## src/rtl/sysrst_pkg.sv

```systemverilog
package sysrst_pkg;
   localparam int KEYS = 4;

   // chord masks per selection code; 0 = key path disabled
   function automatic logic [KEYS-1:0] chord_mask(input int sel);
      case (sel)
         1:       chord_mask = 4'b1111;
         2:       chord_mask = 4'b0111;
         3:       chord_mask = 4'b0011;
         default: chord_mask = 4'b0000;
      endcase
   endfunction
endpackage

```

## src/rtl/sysrst_div.sv

```systemverilog
module sysrst_div #(
   parameter int DIV_LOG2 = 15
) (
   input  logic clk,
   input  logic osc_run,
   output logic ph2,
   output logic sec_tick
);
   localparam int W = DIV_LOG2;

   logic [W-1:0] cnt;

   always_ff @(posedge clk or negedge osc_run) begin
      if (!osc_run) cnt <= '0;
      else          cnt <= cnt + W'(1);
   end

   // half-second phase and the edge at which the one-second bit rises
   assign ph2      = cnt[W-2];
   assign sec_tick = (&cnt[W-2:0]) & ~cnt[W-1];
endmodule

```

## src/rtl/sysrst_keyfilt.sv

```systemverilog
module sysrst_keyfilt
   import sysrst_pkg::*;
#(
   parameter int KEY_SEL   = 1,
   parameter bit HOLD_EN   = 1'b0,
   parameter int NR_CYCLES = 50
) (
   input  logic            clk,
   input  logic            osc_run,
   input  logic [KEYS-1:0] key_n,
   input  logic            sec_tick,
   output logic            combo_low,
   output logic            key_fire
);
   localparam logic [KEYS-1:0] MASK = chord_mask(KEY_SEL);
   localparam int NR_W = $clog2(NR_CYCLES + 1);

   generate
      if (MASK == '0) begin : g_off
         logic unused_in;
         assign unused_in = ^{key_n, sec_tick, clk, osc_run};
         assign combo_low = 1'b0;
         assign key_fire  = 1'b0;
      end else begin : g_on
         logic [KEYS-1:0] s1, s2;
         logic [NR_W-1:0] nr_cnt;
         logic            nr_ok;

         always_ff @(posedge clk or negedge osc_run) begin
            if (!osc_run) begin
               s1 <= '1;
               s2 <= '1;
            end else begin
               s1 <= key_n;
               s2 <= s1;
            end
         end

         assign combo_low = ((~s2 & MASK) == MASK);

         always_ff @(posedge clk or negedge osc_run) begin
            if (!osc_run)                           nr_cnt <= '0;
            else if (!combo_low)                    nr_cnt <= '0;
            else if (nr_cnt != NR_W'(NR_CYCLES))    nr_cnt <= nr_cnt + NR_W'(1);
         end

         assign nr_ok = (nr_cnt == NR_W'(NR_CYCLES));

         if (HOLD_EN) begin : g_hold
            logic [1:0] hcnt;
            always_ff @(posedge clk or negedge osc_run) begin
               if (!osc_run)                                hcnt <= '0;
               else if (!combo_low)                         hcnt <= '0;
               else if (nr_ok && sec_tick && hcnt != 2'd2)  hcnt <= hcnt + 2'd1;
            end
            assign key_fire = combo_low & (hcnt == 2'd2);
         end else begin : g_direct
            logic unused_tick;
            assign unused_tick = sec_tick;
            assign key_fire    = combo_low & nr_ok;
         end
      end
   endgenerate
endmodule

```

## src/rtl/sysrst_hold.sv

```systemverilog
module sysrst_hold (
   input  logic clk,
   input  logic rst_pin_n,
   input  logic ph2,
   input  logic key_fire,
   output logic sys_rst
);
   logic p1, p2;

   // pin synchroniser, cleared the moment the pin goes low
   always_ff @(posedge clk or negedge rst_pin_n) begin
      if (!rst_pin_n) begin
         p1 <= 1'b0;
         p2 <= 1'b0;
      end else begin
         p1 <= 1'b1;
         p2 <= p1;
      end
   end

   always_ff @(posedge clk or negedge rst_pin_n) begin
      if (!rst_pin_n)      sys_rst <= 1'b1;
      else if (key_fire)   sys_rst <= 1'b1;
      else if (p2 && ph2)  sys_rst <= 1'b0;
   end
endmodule

```

## src/rtl/sysrst_gen.sv

```systemverilog
module sysrst_gen
   import sysrst_pkg::*;
#(
   parameter int KEY_SEL   = 1,
   parameter bit HOLD_EN   = 1'b0,
   parameter int DIV_LOG2  = 15,
   parameter int NR_CYCLES = 50
) (
   input  logic            clk_lf,
   input  logic            osc_run,
   input  logic            rst_pin_n,
   input  logic [KEYS-1:0] key_n,
   output logic            sys_rst
);
   generate
      if (DIV_LOG2 < 3) begin : g_bad_div
         $error("sysrst_gen: DIV_LOG2 must be at least 3");
      end
      if (NR_CYCLES < 1) begin : g_bad_nr
         $error("sysrst_gen: NR_CYCLES must be at least 1");
      end
      if (KEY_SEL < 0 || KEY_SEL > 3) begin : g_bad_sel
         $error("sysrst_gen: KEY_SEL must be 0..3");
      end
   endgenerate

   logic ph2, sec_tick, combo_low, key_fire;

   sysrst_div #(.DIV_LOG2(DIV_LOG2)) u_div (
      .clk(clk_lf), .osc_run(osc_run), .ph2(ph2), .sec_tick(sec_tick)
   );

   sysrst_keyfilt #(.KEY_SEL(KEY_SEL), .HOLD_EN(HOLD_EN), .NR_CYCLES(NR_CYCLES)) u_keys (
      .clk(clk_lf), .osc_run(osc_run), .key_n(key_n), .sec_tick(sec_tick),
      .combo_low(combo_low), .key_fire(key_fire)
   );

   sysrst_hold u_hold (
      .clk(clk_lf), .rst_pin_n(rst_pin_n), .ph2(ph2), .key_fire(key_fire),
      .sys_rst(sys_rst)
   );
endmodule

```

## config.mk

```make
export PLATFORM = sky130hd
export DESIGN_NAME = sysrst_gen
export DESIGN_NICKNAME = d
export VERILOG_FILES = /design/src/rtl/sysrst_pkg.sv /design/src/rtl/sysrst_div.sv /design/src/rtl/sysrst_keyfilt.sv /design/src/rtl/sysrst_hold.sv /design/src/rtl/sysrst_gen.sv
export SDC_FILE = /design/constraint.sdc
export NUM_CORES = 1
export LEC_CHECK = 0
export ABC_CLOCK_PERIOD_IN_PS = 3300
export BUFFER_PORTS_ARGS = -buffer_cell sky130_fd_sc_hd__buf_2
export CORE_ASPECT_RATIO = 0.8
export CORE_MARGIN = 3
export CORE_UTILIZATION = 50
export CTS_CLUSTER_DIAMETER = 30
export DETAILED_ROUTE_END_ITERATION = 10
export PLACE_DENSITY = 0.7
export SETUP_SLACK_MARGIN = 0.1
export SYNTH_ARGS = -nofsm -noshare
export SYNTH_HDL_FRONTEND = slang
export SYNTH_SLANG_ARGS = --single-unit
```

## constraint.sdc

```tcl
create_clock -name clk_lf -period 3.3 [get_ports clk_lf]
set_input_delay 0.33 -clock clk_lf [delete_from_list [all_inputs] [get_ports clk_lf]]
set_output_delay 0.33 -clock clk_lf [all_outputs]
set_load 0.1 [all_outputs]
```

## Yosys cells after proc, flatten, opt, wreduce, memory -nomap -nowiden

Cells that the tools add are included.
Widths: inputs -> output; s select.

| cells by class | value |
|---|---|
| add/subtract/negate cells | 2 |
| equal/unequal tests | 4 |
| mux-type cells | 4 |
| bitwise operators | 2 |
| reduce and logical (&&, ||, !) cells | 2 |

Operator list:

| cell | count |
|---|---|
| $add 15x1->15 const B | 1 |
| $mux 6 | 2 |
| $add 6x1->6 const B | 1 |
| $eq 6x6->1 const B | 1 |
| $ne 6x6->1 const B | 1 |
| $eq 4x4->1 const B | 1 |
| $not 4->4 | 1 |
| $mux 1 | 2 |
| $ne 2x2->1 const B | 1 |
| $reduce_bool 2->1 | 1 |
| $and 1x1->1 | 1 |
| $logic_and 1x1->1 | 1 |

| word-level totals | value |
|---|---|
| bits in registers | 32 |
| bits of input ports | 7 |
| output and inout bits | 1 |
| logic and storage cells | 21 |

## Longest topological paths before layout

Gate-level depths: netlist of the first run.

| depth | value |
|---|---|
| word-level depth | 4 |
| mapped depth | 5 |
| depth with buffers taken out | 5 |

## By module

From an unflattened synthesis of the first run, not the netlist that was laid out.

| second synthesis, totals | value |
|---|---|
| cells, all modules | 102 |
| area, all modules | 1291.2 sq um |

By module, submodules not included:

| module | times used | cells an instance | area an instance (sq um) | seq. area each (sq um) |
|---|---|---|---|---|
| sysrst_div | 1 | 55 | 648.1 | 375.4 |
| sysrst_keyfilt | 1 | 41 | 551.8 | 360.3 |
| sysrst_hold | 1 | 6 | 91.3 | 76.3 |

## Worst setup path after synthesis of the first run

OpenSTA, ideal clock, no wires.

| timing | value |
|---|---|
| kind | register to register |
| start | reg u_keys.g_on.s2[1] |
| end | reg u_keys.g_on.nr_cnt[1] |
| library setup time | 0.073 ns |
| arrival | 1.257 ns |
| required time | 3.227 ns |
| setup slack | 1.970 ns |
| cell stages (with the launch flop) | 5 |
| buffers on the path | 1 |
| clock period less this slack | 1.330 ns |
| path through | dfstp_2 > or4_1 > clkbuf_2 > a31o_1 > a21oi_2 |

| on the way | value |
|---|---|
| word-level cells in the longest chain between the ends | 3 |
| elaborated cells on any way between the ends | 4 |
| classes of those cells | 2 x eq/ne; 1 x mux; 1 x bitwise |

Ends and longest elaborated chain:

| what | line | source |
|---|---|---|
| start, declared | sysrst_keyfilt.sv:25 | `logic [KEYS-1:0] s1, s2;` |
| start signal, assigned | sysrst_keyfilt.sv:32 | `s2 <= '1;` |
| start signal, assigned | sysrst_keyfilt.sv:35 | `s2 <= s1;` |
| $not 4->4 (*) | sysrst_keyfilt.sv:39 | `assign combo_low = ((~s2 & MASK) == MASK);` |
| $eq 4x4->1 (*) | sysrst_keyfilt.sv:39 |  |
| $ne 2x2->1 (no line) / $mux 6 (equally long branches) | n/a |  |
| end signal, assigned | sysrst_keyfilt.sv:44 | `else if (nr_cnt != NR_W'(NR_CYCLES)) nr_cnt <= nr_cnt + NR_W'(1);` |
| end, declared | sysrst_keyfilt.sv:26 | `logic [NR_W-1:0] nr_cnt;` |

Mark *: on every way between the ends. The rest lies on a longest branch, timed or not.
A chain may end at the register's enable or synchronous reset.

## Worst setup path after layout of the first run

| timing | value |
|---|---|
| start | reg u_hold.sys_rst |
| end | out sys_rst |

RTL lines:

| what | line | source |
|---|---|---|
| start, declared | sysrst_hold.sv:6 | `output logic sys_rst` |
| start signal, assigned | sysrst_hold.sv:22 | `if (!rst_pin_n) sys_rst <= 1'b1;` |
| start signal, assigned | sysrst_hold.sv:23 | `else if (key_fire) sys_rst <= 1'b1;` |
| start signal, assigned | sysrst_hold.sv:24 | `else if (p2 && ph2) sys_rst <= 1'b0;` |
| end, declared | sysrst_gen.sv:13 | `output logic sys_rst` |

No word-level cell between the ends.

==> results of run 1 <==
[state kept, by name, summed over array words and instances, names as in the netlist]
signal and count:
u_div.cnt 14, u_keys.g_on.s2 4, u_hold.p2 1, u_keys.g_on.nr_cnt 6, u_hold.p1 1, u_hold.sys_rst 1, u_keys.g_on.s1 4
[power by group]
group          internal [mW]  switching (mW)
Combinational        0.00408         0.00904
Sequential             0.390         0.00193
Clock                  0.179           0.123
Total                  0.573           0.134
[metrics by stage]
| step | hold slack (ns) | setup slack (ns) | total power [mW] | area [um^2] | util, % |
|---|---|---|---|---|---|
| floorplan | 0.0344 | 1.97 | 0.401 | 1200 | - |
| global placement | 0.124 | 1.93 | 0.411 | 1260 | 57.0 |
| detailed placement | 0.129 | 1.90 | 0.412 | 1260 | 57.0 |
| CTS | 0.000699 | 1.66 | 0.720 | 1360 | 61.4 |
| global route | 0.0137 | 1.63 | 0.741 | 1360 | 61.4 |
| finish | 0.00143 | 1.69 | 0.707 | 1360 | 61.4 |
[layout make-up]
class / instances / share of cell area [%]
Sequential cell: 31 / 57.9
Multi-Input combinational cell: 59 / 29.3
Clock buffer: 6 / 3.78
Timing Repair Buffer: 8 / 3.31
Clock inverter: 2 / 2.58
Tap cell: 25 / 2.30
Inverter: 3 / 0.829
[placed cells by master (no fill, tap or decap)]
cell type / n
sky130_fd_sc_hd__dfrtp_1: 22
sky130_fd_sc_hd__nand3_1: 10
sky130_fd_sc_hd__dfstp_2: 9
sky130_fd_sc_hd__xor2_1: 8
sky130_fd_sc_hd__xnor2_1: 7
sky130_fd_sc_hd__buf_2: 7
sky130_fd_sc_hd__nand2_1: 6
sky130_fd_sc_hd__clkbuf_4: 5
sky130_fd_sc_hd__nor2_1: 4
sky130_fd_sc_hd__inv_1: 3
sky130_fd_sc_hd__and3_1: 3
sky130_fd_sc_hd__ha_1: 3
sky130_fd_sc_hd__nand4_1: 2
sky130_fd_sc_hd__nor3b_1: 2
sky130_fd_sc_hd__o21ai_0: 2
sky130_fd_sc_hd__a21oi_1: 2
sky130_fd_sc_hd__nor4_1: 1
sky130_fd_sc_hd__and4_1: 1
sky130_fd_sc_hd__nor3_1: 1
sky130_fd_sc_hd__or4_1: 1
sky130_fd_sc_hd__and4bb_2: 1
sky130_fd_sc_hd__or3_1: 1
sky130_fd_sc_hd__a211oi_1: 1
sky130_fd_sc_hd__a31o_1: 1
sky130_fd_sc_hd__a21oi_2: 1
sky130_fd_sc_hd__clkinv_2: 1
sky130_fd_sc_hd__bufinv_16: 1
sky130_fd_sc_hd__clkbuf_8: 1
sky130_fd_sc_hd__dlygate4sd3_1: 1
sky130_fd_sc_hd__conb_1: 1
[worst paths after layout]
check                             startpoint                    end  slack [ns]  cells past startpoint
min in group clk_lf                 key_n[0]      u_keys.g_on.s1[0]        0.10                      1
max reg2reg                u_keys.g_on.s2[1]  u_keys.g_on.nr_cnt[1]        1.88                      3
max                           u_hold.sys_rst                sys_rst        1.69                      1
min reg2reg                u_keys.g_on.s1[2]      u_keys.g_on.s2[2]        0.36                      0
max in group asynchronous          rst_pin_n         u_hold.sys_rst        2.78                      2
min                                  osc_run  u_keys.g_on.nr_cnt[2]       0.001                      1
[per-layer routing]
layer / vias up / wire (um) / track usage, %
li1: 352 / - / -
met4: 0 / 48 / 9.03
met3: 6 / 81 / 7.07
met1: 353 / 864 / 19.2
met2: 9 / 908 / 22.6
met5: - / 0 / 0
[kinds of logic after synthesis]
kind of cell               count (synthesis)
AOI/OAI and AO/OA                          7
DFF                                       31
other                                      1
xor gates and xnor gates                  15
adders and majority gates                  3
buffers and inverters                      4
and+or+nand+nor                           33
[cells in the mapped netlist]
cell type / instances
sky130_fd_sc_hd__and4_1: 1
sky130_fd_sc_hd__and4bb_2: 1
sky130_fd_sc_hd__clkbuf_2: 1
sky130_fd_sc_hd__and3_1: 3
sky130_fd_sc_hd__a211oi_1: 1
sky130_fd_sc_hd__nand2_1: 6
sky130_fd_sc_hd__nor3_1: 1
sky130_fd_sc_hd__conb_1: 1
sky130_fd_sc_hd__or4_1: 1
sky130_fd_sc_hd__a21oi_2: 1
sky130_fd_sc_hd__xor2_1: 8
sky130_fd_sc_hd__xnor2_1: 7
sky130_fd_sc_hd__inv_1: 3
sky130_fd_sc_hd__nor4_1: 1
sky130_fd_sc_hd__nor3b_1: 2
sky130_fd_sc_hd__dfstp_2: 9
sky130_fd_sc_hd__o21ai_0: 2
sky130_fd_sc_hd__dfrtp_1: 22
sky130_fd_sc_hd__a21oi_1: 2
sky130_fd_sc_hd__nand4_1: 2
sky130_fd_sc_hd__a31o_1: 1
sky130_fd_sc_hd__ha_1: 3
sky130_fd_sc_hd__nand3_1: 10
sky130_fd_sc_hd__nor2_1: 4
sky130_fd_sc_hd__or3_1: 1
[repair_timing]
| item | in CTS | in global routing |
|---|---|---|
| hold endpoints to repair | 3 | 0 |
| hold buffers | 1 | 0 |
| buffers inserted | 0 | 0 |
==> reports/summary.log, run 1 <==
[drt] Detailed Routing Iterations Pass 1 4
[timing] max-slew violation count 0
[finish] net total in the final layout 118
[finish] area taken by multi-input logic gates 398 um^2
[global_route] Congestion Overflow GR 0
[finish] diodes inserted 0
[drt] Post-DRT Antenna Nets 0
[critical_path] data arrival at the endpoint of the critical path 1.28 ns
[critical_path] Setup crit start kind register
[floorplanning] top-level port count 8
[critical_path] list of cells traversed by the critical path buf_2
[outcome] status finished clean
[synth] top cell type's share of synthesized area 45.8%
[placement] input/output buffers 7
[timing] setup repair after global routing missed its margin false
[synth] share of synthesized cell area in and, or, nand and nor gates 15.0%
[placement] number of placed cells counting well taps 125
[clock_network] TritonCTS clock tree built
[global_route] number of antenna violations at the first check in global routing 0
[timing] Tightest Pin Transition 0.586 ns
[floorplanning] # rows 15
[floorplanning] starting density of the core 54.2%
[finish] sequential cell area in the final layout 787 um^2
[synth] number of nets produced by synthesis 104
[drt] post-detailed-route wirelength per cell 14.2 um
[timing] Final Hold Vio Count 0
[synth] sequential element share of the synthesized area 65.5%
[drt] total wire length 1.90 mm
[critical_path] required time at the worst-slack endpoint 2.97 ns
[timing] Sum Neg Setup Slack 0 ns
[synth] Post-Synth Adder-Cell Area 3.13%
[clock_network] clock transition at the register clock pins on the worst setup and hold paths after CTS 0.09 ns
[timing] Max Clock Skew 0.00680 ns
[drt] DRC 0
[critical_path] maximum fanout encountered on the critical timing path 2
[timing] Slew headroom 60.9%
[synth] main combinational cell family by area after synthesis simple AND/OR/NAND/NOR gates
[power] total leakage power 0.615 nW
[finish] proportion of layout cells with a drive suffix above 1 23.9%
[global_route] first-pass GRT wire length 3.28 mm
[critical_path] element type at the critical path end output pin
[drt] vias per inst 5.37
[clock_network] number of clock sinks 31
[clock_network] clock latency on the worst-skew pair 0.32 ns
[synth] Netlist Area Pre-Place 1200 um^2
[synth] XOR/XNOR Fraction of Synth Area 10.9%
[critical_path] Crit path largest cell delay 0.54 ns
[clock_network] Clock Tree Buf Depth 2
[synth] number of distinct library cell variants in the gate-level netlist after synthesis 25
[finish] area growth from synthesis to layout 13.1%
[clock_network] Resized Gates After CTS 0
[global_route] global routing usage summed across all routing layers 15.7%
[critical_path] slowest stage cell, crit path sky130_fd_sc_hd__dfstp_2
[synth] Synth Area in Compound Gates 3.75%
[finish] Fill cells 192
[placement] Final GP Congestion 0.808
[power] power density relative to cell area 520 nW/um^2
[critical_path] buffering stage count on the worst path with inverters included 1
[synth] fraction of synthesized area in multiplexers 0%
[worst_hold_path] class of the worst hold path in -> async
[clock_network] buffer cell driving the clock tree root sky130_fd_sc_hd__clkbuf_4
[synth] instance count of the mapped netlist 94
[power] IR drop worst, VDD 0.277 mV
[timing] number of endpoints failing setup at the final stage 0
[critical_path] startpoint-to-endpoint class of the critical path reg -> out
[timing] fraction of the cycle the final worst path needs 48.8%
[synth] number of synthesized register bits 31
[floorplanning] overall die area 3030 um^2
[finish] Non-Filler Instances 134
[synth] syn_area_per_cell 12.8 um^2
[timing] shortest period the worst path allows 1.61 ns
[floorplanning] die outline height 49.8 um
[flow_run] number of max-cap violations 0
[timing] Max Fclk 621 MHz
[drt] starting DRC count in detailed routing 27
[clock_network] Inserted Clock Buffers 5
[synth] most area-consuming cells after synthesis sky130_fd_sc_hd__dfrtp_1 46%, sky130_fd_sc_hd__dfstp_2 20%, sky130_fd_sc_hd__xor2_1 5.8%, sky130_fd_sc_hd__xnor2_1 5.1%, sky130_fd_sc_hd__nand3_1 4.2%
[global_route] maximum number of pins on one net before global-route repair 29
[global_route] number of global-route vias before repair 733
[floorplanning] width of the die 60.8 um
[placement] post-DP HPWL 1.32 mm
[clock_network] H-tree levels 2
[drt] count of vias placed by the detailed router 720
[synth] biggest area consumer among synthesized cells sky130_fd_sc_hd__dfrtp_1
[floorplanning] Core Region 2210 um^2
[synth] Synthesis Warnings 0
[critical_path] delay-heaviest family, CP flip-flops
No activity file was read; power rests on OpenSTA's default activity.
==> run 2: changes to the inputs <==
--- a/config.mk
+++ b/config.mk
@@ -5,7 +5,7 @@
 export SDC_FILE = /design/constraint.sdc
 export NUM_CORES = 1
 export LEC_CHECK = 0
-export ABC_CLOCK_PERIOD_IN_PS = 3300
+export ABC_CLOCK_PERIOD_IN_PS = 1500
 export BUFFER_PORTS_ARGS = -buffer_cell sky130_fd_sc_hd__buf_2
 export CORE_ASPECT_RATIO = 0.8
 export CORE_MARGIN = 3
==> constraint.sdc (replaced) <==
create_clock -name clk_lf -period 1.5 [get_ports clk_lf]
set_input_delay 0.15 -clock clk_lf [delete_from_list [all_inputs] [get_ports clk_lf]]
set_output_delay 0.15 -clock clk_lf [all_outputs]
set_load 0.1 [all_outputs]
==> run 2 against run 1 <==
Cell count increased by 4.5%. Clock-buffer cell count unchanged. Total power increased by 120%. Sequential cell count unchanged. Via count increased by 0.97%. Non-clock buffer count increased by 6. Combinational power increased to 3.1 times the previous value. First-iteration DRC count increased by 96%. Register-to-register slack got worse by 1.7 ns. Die area unchanged. Sequential share of layout area decreased by 2.6 points. Worst hold slack improved by 0.13 ns. Largest power group unchanged.
==> reports/summary.log, run 2 (synthesis results as in run 1) <==
[finish] commonest cells after routing, fill and taps aside 22 x sky130_fd_sc_hd__dfrtp_1, 10 x sky130_fd_sc_hd__nand3_1, 9 x sky130_fd_sc_hd__dfstp_2
[power] total leakage power 0.641 nW [+4.3%]
[finish] number of flip-flops under the largest register name 14 [unchanged]
[power] Clk network pwr share 42.8% [about the same]
[placement] Final GP Congestion 0.785 [-2.8%]
[finish] area growth from synthesis to layout 18.4%
[clock_network] post-CTS setup buffers 0 [unchanged]
[critical_path] startpoint of the lowest-slack register-to-register path u_keys.g_on.s2[1]
[floorplanning] top-level port count 8 [unchanged]
[clock_network] clock latency on the worst-skew pair 0.33 ns [about the same]
[floorplanning] overall die area 3030 um^2 [unchanged]
[placement] Setup Slack @ Placement 0.0878 ns [-1.82 ns]
[critical_path] Setup crit start kind register
[power] relative contribution of combinational cells to total power 2.6% [+0.7 points]
[global_route] number of global-route vias before repair 769 [+4.9%]
[timing] number of endpoints failing setup at the final stage 0 [unchanged]
[drt] vias per inst 5.19 [-3.4%]
[clock_network] clock transition at the register clock pins on the worst setup and hold paths after CTS 0.10 ns [about the same]
[timing] setup repair after global routing missed its margin false
[critical_path] worst reg2reg endpoint u_keys.g_on.nr_cnt[1]
[finish] sequential cell area in the final layout 787 um^2 [unchanged]
[drt] DRC 0 [unchanged]
[global_route] maximum number of pins on one net before global-route repair 29 [unchanged]
[critical_path] list of cells traversed by the critical path or4_4 > a31o_1 > a21oi_2
[finish] diodes inserted 0 [unchanged]
[floorplanning] die outline height 49.8 um [unchanged]
[critical_path] startpoint-to-endpoint class of the critical path reg -> reg
[drt] count of vias placed by the detailed router 727 [+0.97%]
[placement] cell area reported after detailed placement 1270 um^2 [+0.59%]
[critical_path] delay-heaviest family, CP simple AND/OR/NAND/NOR gates
[power] power share of the sequential group 54.6% [-0.9 points]
[worst_hold_path] class of the worst hold path in -> async
[timing] Max Fclk 757 MHz
[power] IR drop worst, VDD 0.724 mV [+160%]
[finish] Finished Core Util 64.2% [+2.9 points]
[timing] Slew headroom 60.2% [-0.78 points]
[timing] Hold WS 0.136 ns [+0.135 ns]
[critical_path] Worst Reg-to-Reg Cells 3 [unchanged]
[critical_path] element type at the critical path end register
[placement] number of placed cells counting well taps 126 [+0.80%]
[drt] wl on met1 900 um [+4.2%]
[floorplanning] Core Region 2210 um^2 [unchanged]
[drt] post-detailed-route wirelength per cell 14.0 um [-1.2%]
[power] switching share of power 19.6% [+0.75 points]
[finish] proportion of layout cells with a drive suffix above 1 25.2% [+1.4 points]
[finish] net total in the final layout 124 [+5.1%]
[critical_path] slack of the worst reg-to-reg path 0.18 ns [-1.70 ns]
[timing] Final Hold Vio Count 0 [unchanged]
[floorplanning] starting density of the core 54.2% [unchanged]
[clock_network] number of clock sinks 31 [unchanged]
[critical_path] slowest stage cell, crit path sky130_fd_sc_hd__or4_4
[global_route] Congestion Overflow GR 0 [unchanged]
[clock_network] TritonCTS clock tree built
[power] switching power of the nets 311 uW [+130%]
[finish] largest registers u_div.cnt x14, u_keys.g_on.nr_cnt x6
[critical_path] Crit path largest cell delay 0.58 ns [+0.04 ns]
[timing] Sum Neg Setup Slack 0 ns [unchanged]
[finish] largest register by flop count u_div.cnt
[global_route] number of antenna violations at the first check in global routing 0 [unchanged]
[drt] total wire length 1.96 mm [+3.3%]
[finish] Fill cells 175 [-8.9%]
[drt] amount of wire on met3 after detailed routing 63 um [-22%]
[outcome] status finished clean
[clock_network] buffer cell driving the clock tree root sky130_fd_sc_hd__clkbuf_4
[critical_path] data arrival at the endpoint of the critical path 1.59 ns [+0.31 ns]
[timing] max-slew violation count 0 [unchanged]
[floorplanning] # rows 15 [unchanged]
[power] total power of the final layout 1.58 mW [+120%]
[critical_path] required time at the worst-slack endpoint 1.77 ns [-1.20 ns]
[finish] Non-Filler Instances 140 [+4.5%]
[clock_network] H-tree levels 2 [unchanged]
[timing] Tightest Pin Transition 0.597 ns [+0.0116 ns]
[drt] starting DRC count in detailed routing 53 [+96%]
[drt] Post-DRT Antenna Nets 0 [unchanged]
[global_route] global routing usage summed across all routing layers 16.5% [+0.84 points]
[power] design internal power 1.27 mW [+120%]
[global_route] first-pass GRT wire length 3.46 mm [+5.2%]
[timing] worst-case setup margin in the final layout 0.178 ns [-1.51 ns]
[drt] uppermost layer routed met4
[finish] area taken by multi-input logic gates 402 um^2 [+0.94%]
[floorplanning] width of the die 60.8 um [unchanged]
[timing] Max Clock Skew 0.00941 ns [+0.00261 ns]
[drt] Detailed Routing Iterations Pass 1 4 [unchanged]
[power] power density relative to cell area 1110 nW/um^2 [+110%]
[drt] length of routed met2 wiring 956 um [+5.3%]
[clock_network] Inserted Clock Buffers 5 [unchanged]
[critical_path] maximum fanout encountered on the critical timing path 7 [+5]
[clock_network] Clock Tree Buf Depth 2 [unchanged]
[timing] shortest period the worst path allows 1.32 ns
[placement] input/output buffers 7 [unchanged]
[timing] fraction of the cycle the final worst path needs 88.1%
[placement] post-DP HPWL 1.23 mm [-6.4%]
[finish] most common cell after layout, fill and taps aside sky130_fd_sc_hd__dfrtp_1
[finish] post-layout instance area 1420 um^2 [+4.7%]
[flow_run] number of max-cap violations 0 [unchanged]
[critical_path] buffering stage count on the worst path with inverters included 0 [-1]
run 2: cell types whose count changed in the layout (fill, tap and decap cells not counted), sizes merged:
cell | before | now
dlygate4sd3 | 1 | 6
buf | 7 | 8
run 2: cell type report:
class / count / area share [%]
Inverter: 3 / 0.792
Timing Repair Buffer: 14 / 7.39
Clock buffer: 6 / 3.61
Sequential cell: 31 / 55.3
Tap cell: 25 / 2.20
Clock inverter: 2 / 2.46
Multi-Input combinational cell: 59 / 28.2
run 2: how the worst max path moves through the flow:
| stage | from | endpoint | slack, ns | cells after the start |
|---|---|---|---|---|
| floorplan | u_keys.g_on.s2[1] | u_keys.g_on.nr_cnt[1] | 0.17 | 4 |
| global placement | u_keys.g_on.s2[1] | u_keys.g_on.nr_cnt[1] | 0.12 | 3 |
| detailed placement | u_keys.g_on.s2[1] | u_keys.g_on.nr_cnt[1] | 0.09 | 3 |
| CTS | u_keys.g_on.s2[1] | u_keys.g_on.nr_cnt[1] | 0.17 | 3 |
| global route | u_div.cnt[3] | u_div.cnt[13] | 0.11 | 3 |
| finish | u_keys.g_on.s2[1] | u_keys.g_on.nr_cnt[1] | 0.18 | 3 |
run 2: repair_timing:
action / 4_1_cts / 5_1_grt
resized for setup: 2 / 2
setup endpoints to repair: 2 / 2
hold buffers: 6 / 0
gates cloned: 0 / 0
endpoints found under the hold margin: 27 / 0
run 2: worst register-to-register path, cell delays in order, from the launching register on:
cell and delay (ns):
sky130_fd_sc_hd__dfstp_2 0.37, sky130_fd_sc_hd__or4_4 0.58, sky130_fd_sc_hd__a31o_1 0.22, sky130_fd_sc_hd__a21oi_2 0.10
run 2: metal layers:
| metal | track usage (%) | vias to the layer above |
|---|---|---|
| met5 | 0 | - |
| met4 | 10.8 | 0 |
| met3 | 6.28 | 5 |
| met2 | 23.8 | 9 |
| met1 | 20.4 | 352 |
| li1 | - | 361 |
run 2: power by group through the flow:
| stage | logic (mW) | registers [mW] | clock network [mW] |
|---|---|---|---|
| floorplan | 0.00465 | 0.877 | 0 |
| global placement | 0.0272 | 0.877 | 0 |
| detailed placement | 0.0285 | 0.878 | 0 |
| CTS | 0.0411 | 0.863 | 0.704 |
| global route | 0.0465 | 0.865 | 0.733 |
| finish | 0.0408 | 0.863 | 0.677 |
==> run 3: changes to the inputs <==
--- a/config.mk
+++ b/config.mk
@@ -6,7 +6,7 @@
 export NUM_CORES = 1
 export LEC_CHECK = 0
 export ABC_CLOCK_PERIOD_IN_PS = 1500
-export BUFFER_PORTS_ARGS = -buffer_cell sky130_fd_sc_hd__buf_2
+export BUFFER_PORTS_ARGS = -buffer_cell sky130_fd_sc_hd__buf_4
 export CORE_ASPECT_RATIO = 0.8
 export CORE_MARGIN = 3
 export CORE_UTILIZATION = 50
==> run 3 against run 2 <==
Routed wire length increased by 1.2%. Register-to-register slack about the same. Design area increased by 1.8%. Non-clock buffer count unchanged. Utilization increased by 1.2 points. Critical path depth unchanged. Maximum frequency decreased by 0.61%. Worst setup slack got worse by 0.0081 ns. Worst hold slack improved by 0.0041 ns. Cell count unchanged. Critical endpoint unchanged. Largest cell class unchanged. Largest power group unchanged.
==> reports/summary.log, run 3 (synthesis results as in run 1) <==
[outcome] status finished clean
[timing] setup repair after global routing missed its margin true
[finish] net total in the final layout 124 [unchanged]
[global_route] number of antenna violations at the first check in global routing 0 [unchanged]
[critical_path] element type at the critical path end register
[placement] input/output buffers 7 [unchanged]
[critical_path] required time at the worst-slack endpoint 1.76 ns [about the same]
[floorplanning] overall die area 3030 um^2 [unchanged]
[floorplanning] top-level port count 8 [unchanged]
[drt] vias per inst 5.18 [-0.28%]
[drt] total wire length 1.99 mm [+1.2%]
[clock_network] Clock Tree Buf Depth 2 [unchanged]
[critical_path] data arrival at the endpoint of the critical path 1.59 ns [about the same]
[clock_network] post-CTS setup buffers 0 [unchanged]
[timing] shortest period the worst path allows 1.33 ns [+0.00806 ns]
[timing] fraction of the cycle the final worst path needs 88.6% [+0.54 points]
[placement] post-DP HPWL 1.28 mm [+4.0%]
[clock_network] number of clock sinks 31 [unchanged]
[floorplanning] starting density of the core 54.2% [unchanged]
[floorplanning] Core Region 2210 um^2 [unchanged]
[global_route] number of global-route vias before repair 786 [+2.2%]
[power] IR drop worst, VDD 0.638 mV [-12%]
[finish] largest registers u_div.cnt x14, u_keys.g_on.nr_cnt x6
[placement] number of placed cells counting well taps 126 [unchanged]
[critical_path] slowest stage cell, crit path sky130_fd_sc_hd__or4_4
[drt] DRC 0 [unchanged]
[finish] commonest cells after routing, fill and taps aside 22 x sky130_fd_sc_hd__dfrtp_1, 10 x sky130_fd_sc_hd__nand3_1, 9 x sky130_fd_sc_hd__dfstp_2
[finish] area taken by multi-input logic gates 413 um^2 [+2.8%]
[critical_path] Setup crit start kind register
[global_route] maximum number of pins on one net before global-route repair 29 [unchanged]
[floorplanning] # rows 15 [unchanged]
[drt] starting DRC count in detailed routing 54 [+1.9%]
[global_route] Congestion Overflow GR 0 [unchanged]
[worst_hold_path] class of the worst hold path in -> async
[critical_path] startpoint-to-endpoint class of the critical path reg -> reg
[finish] Non-Filler Instances 140 [unchanged]
[clock_network] Inserted Clock Buffers 5 [unchanged]
[flow_run] number of max-cap violations 0 [unchanged]
[clock_network] H-tree levels 2 [unchanged]
[critical_path] list of cells traversed by the critical path or4_4 > a31o_1 > a21oi_2
[timing] Hold WS 0.140 ns [+0.00414 ns]
[critical_path] delay-heaviest family, CP simple AND/OR/NAND/NOR gates
[global_route] global routing usage summed across all routing layers 16.6% [+0.046 points]
[timing] number of endpoints failing setup at the final stage 0 [unchanged]
[floorplanning] width of the die 60.8 um [unchanged]
[floorplanning] die outline height 49.8 um [unchanged]
[critical_path] Crit path largest cell delay 0.58 ns [about the same]
[finish] area growth from synthesis to layout 20.6%
[critical_path] buffering stage count on the worst path with inverters included 0 [unchanged]
[clock_network] clock transition at the register clock pins on the worst setup and hold paths after CTS 0.10 ns [about the same]
[clock_network] TritonCTS clock tree built
[drt] Post-DRT Antenna Nets 0 [unchanged]
[finish] largest register by flop count u_div.cnt
[placement] Final GP Congestion 0.762 [-3.0%]
[power] power density relative to cell area 1090 nW/um^2 [-2.0%]
[timing] Sum Neg Setup Slack 0 ns [unchanged]
[drt] Detailed Routing Iterations Pass 1 4 [unchanged]
[timing] worst-case setup margin in the final layout 0.170 ns [-0.00806 ns]
[timing] max-slew violation count 0 [unchanged]
[timing] Max Clock Skew 0.00622 ns [-0.00320 ns]
[finish] Fill cells 172 [-1.7%]
[finish] sequential cell area in the final layout 787 um^2 [unchanged]
[drt] count of vias placed by the detailed router 725 [-0.28%]
[finish] diodes inserted 0 [unchanged]
[drt] post-detailed-route wirelength per cell 14.2 um [+1.2%]
[power] total leakage power 0.649 nW [+1.3%]
[global_route] first-pass GRT wire length 3.53 mm [+2.2%]
[clock_network] buffer cell driving the clock tree root sky130_fd_sc_hd__clkbuf_4
[finish] Finished Core Util 65.4% [+1.2 points]
[finish] proportion of layout cells with a drive suffix above 1 26.1% [+0.87 points]
[timing] Max Fclk 752 MHz [-0.61%]
[clock_network] clock latency on the worst-skew pair 0.32 ns [about the same]
[critical_path] maximum fanout encountered on the critical timing path 7 [unchanged]
[timing] Final Hold Vio Count 0 [unchanged]
[finish] number of flip-flops under the largest register name 14 [unchanged]
[finish] most common cell after layout, fill and taps aside sky130_fd_sc_hd__dfrtp_1
[placement] Setup Slack @ Placement 0.0905 ns [+0.00266 ns]
run 3: cell count changes in the layout (fill, tap and decap cells not counted):
cell	delta
sky130_fd_sc_hd__nor4_2	+1
sky130_fd_sc_hd__buf_4	+6
sky130_fd_sc_hd__inv_1	+1
sky130_fd_sc_hd__nor3b_2	+1
sky130_fd_sc_hd__nor3b_1	-1
sky130_fd_sc_hd__buf_2	-6
sky130_fd_sc_hd__inv_2	-1
sky130_fd_sc_hd__nor4_1	-1
run 3: metrics by stage:
stage	cell area (um^2)	total power, mW
after floorplan	1200	0.881
after global placement	1290	0.909
after detailed placement	1290	0.911
after CTS	1440	1.60
after global routing	1450	1.65
final	1450	1.58
run 3: metal layers:
layer | global-route usage (%) | vias up | share of wire [%]
met5 | 0 | - | 0
met3 | 5.50 | 5 | 3.1
li1 | - | 364 | -
met2 | 24.6 | 9 | 50
met1 | 20.8 | 347 | 45
met4 | 9.75 | 0 | 2.1
run 3: area by class of cell:
type	instances	share of cell area [%]
sequential	31	54.3
multi-input combinational	59	28.5
timing repair buffer	14	8.29
clock buffer	6	3.54
clock inverter	2	2.42
tap	25	2.16
inverter	3	0.777
run 3: timing repair:
item / in CTS / in global routing
hold buffers: 6 / 0
endpoints found under the hold margin: 27 / 0
cloned: 0 / 0
gates resized for setup: 1 / 3
setup endpoints to repair: 1 / 3
run 3: worst paths after layout:
path                                   start  slack, ns  cells past startpoint                    end
max                        u_keys.g_on.s2[1]       0.17                      3  u_keys.g_on.nr_cnt[1]
min                                rst_pin_n       0.14                      2              u_hold.p2
max reg2reg                u_keys.g_on.s2[1]       0.17                      3  u_keys.g_on.nr_cnt[1]
min reg2reg                        u_hold.p1       0.35                      0              u_hold.p2
max in group asynchronous            osc_run       0.92                      2      u_keys.g_on.s1[3]
min in group clk_lf                u_hold.p1       0.35                      0              u_hold.p2
run 3: power breakdown:
part / internal (mW) / leakage [nW] / switching (mW)
clock: 0.394 / 0.0482 / 0.275
combinational: 0.0227 / 0.219 / 0.0235
sequential: 0.858 / 0.383 / 0.00420
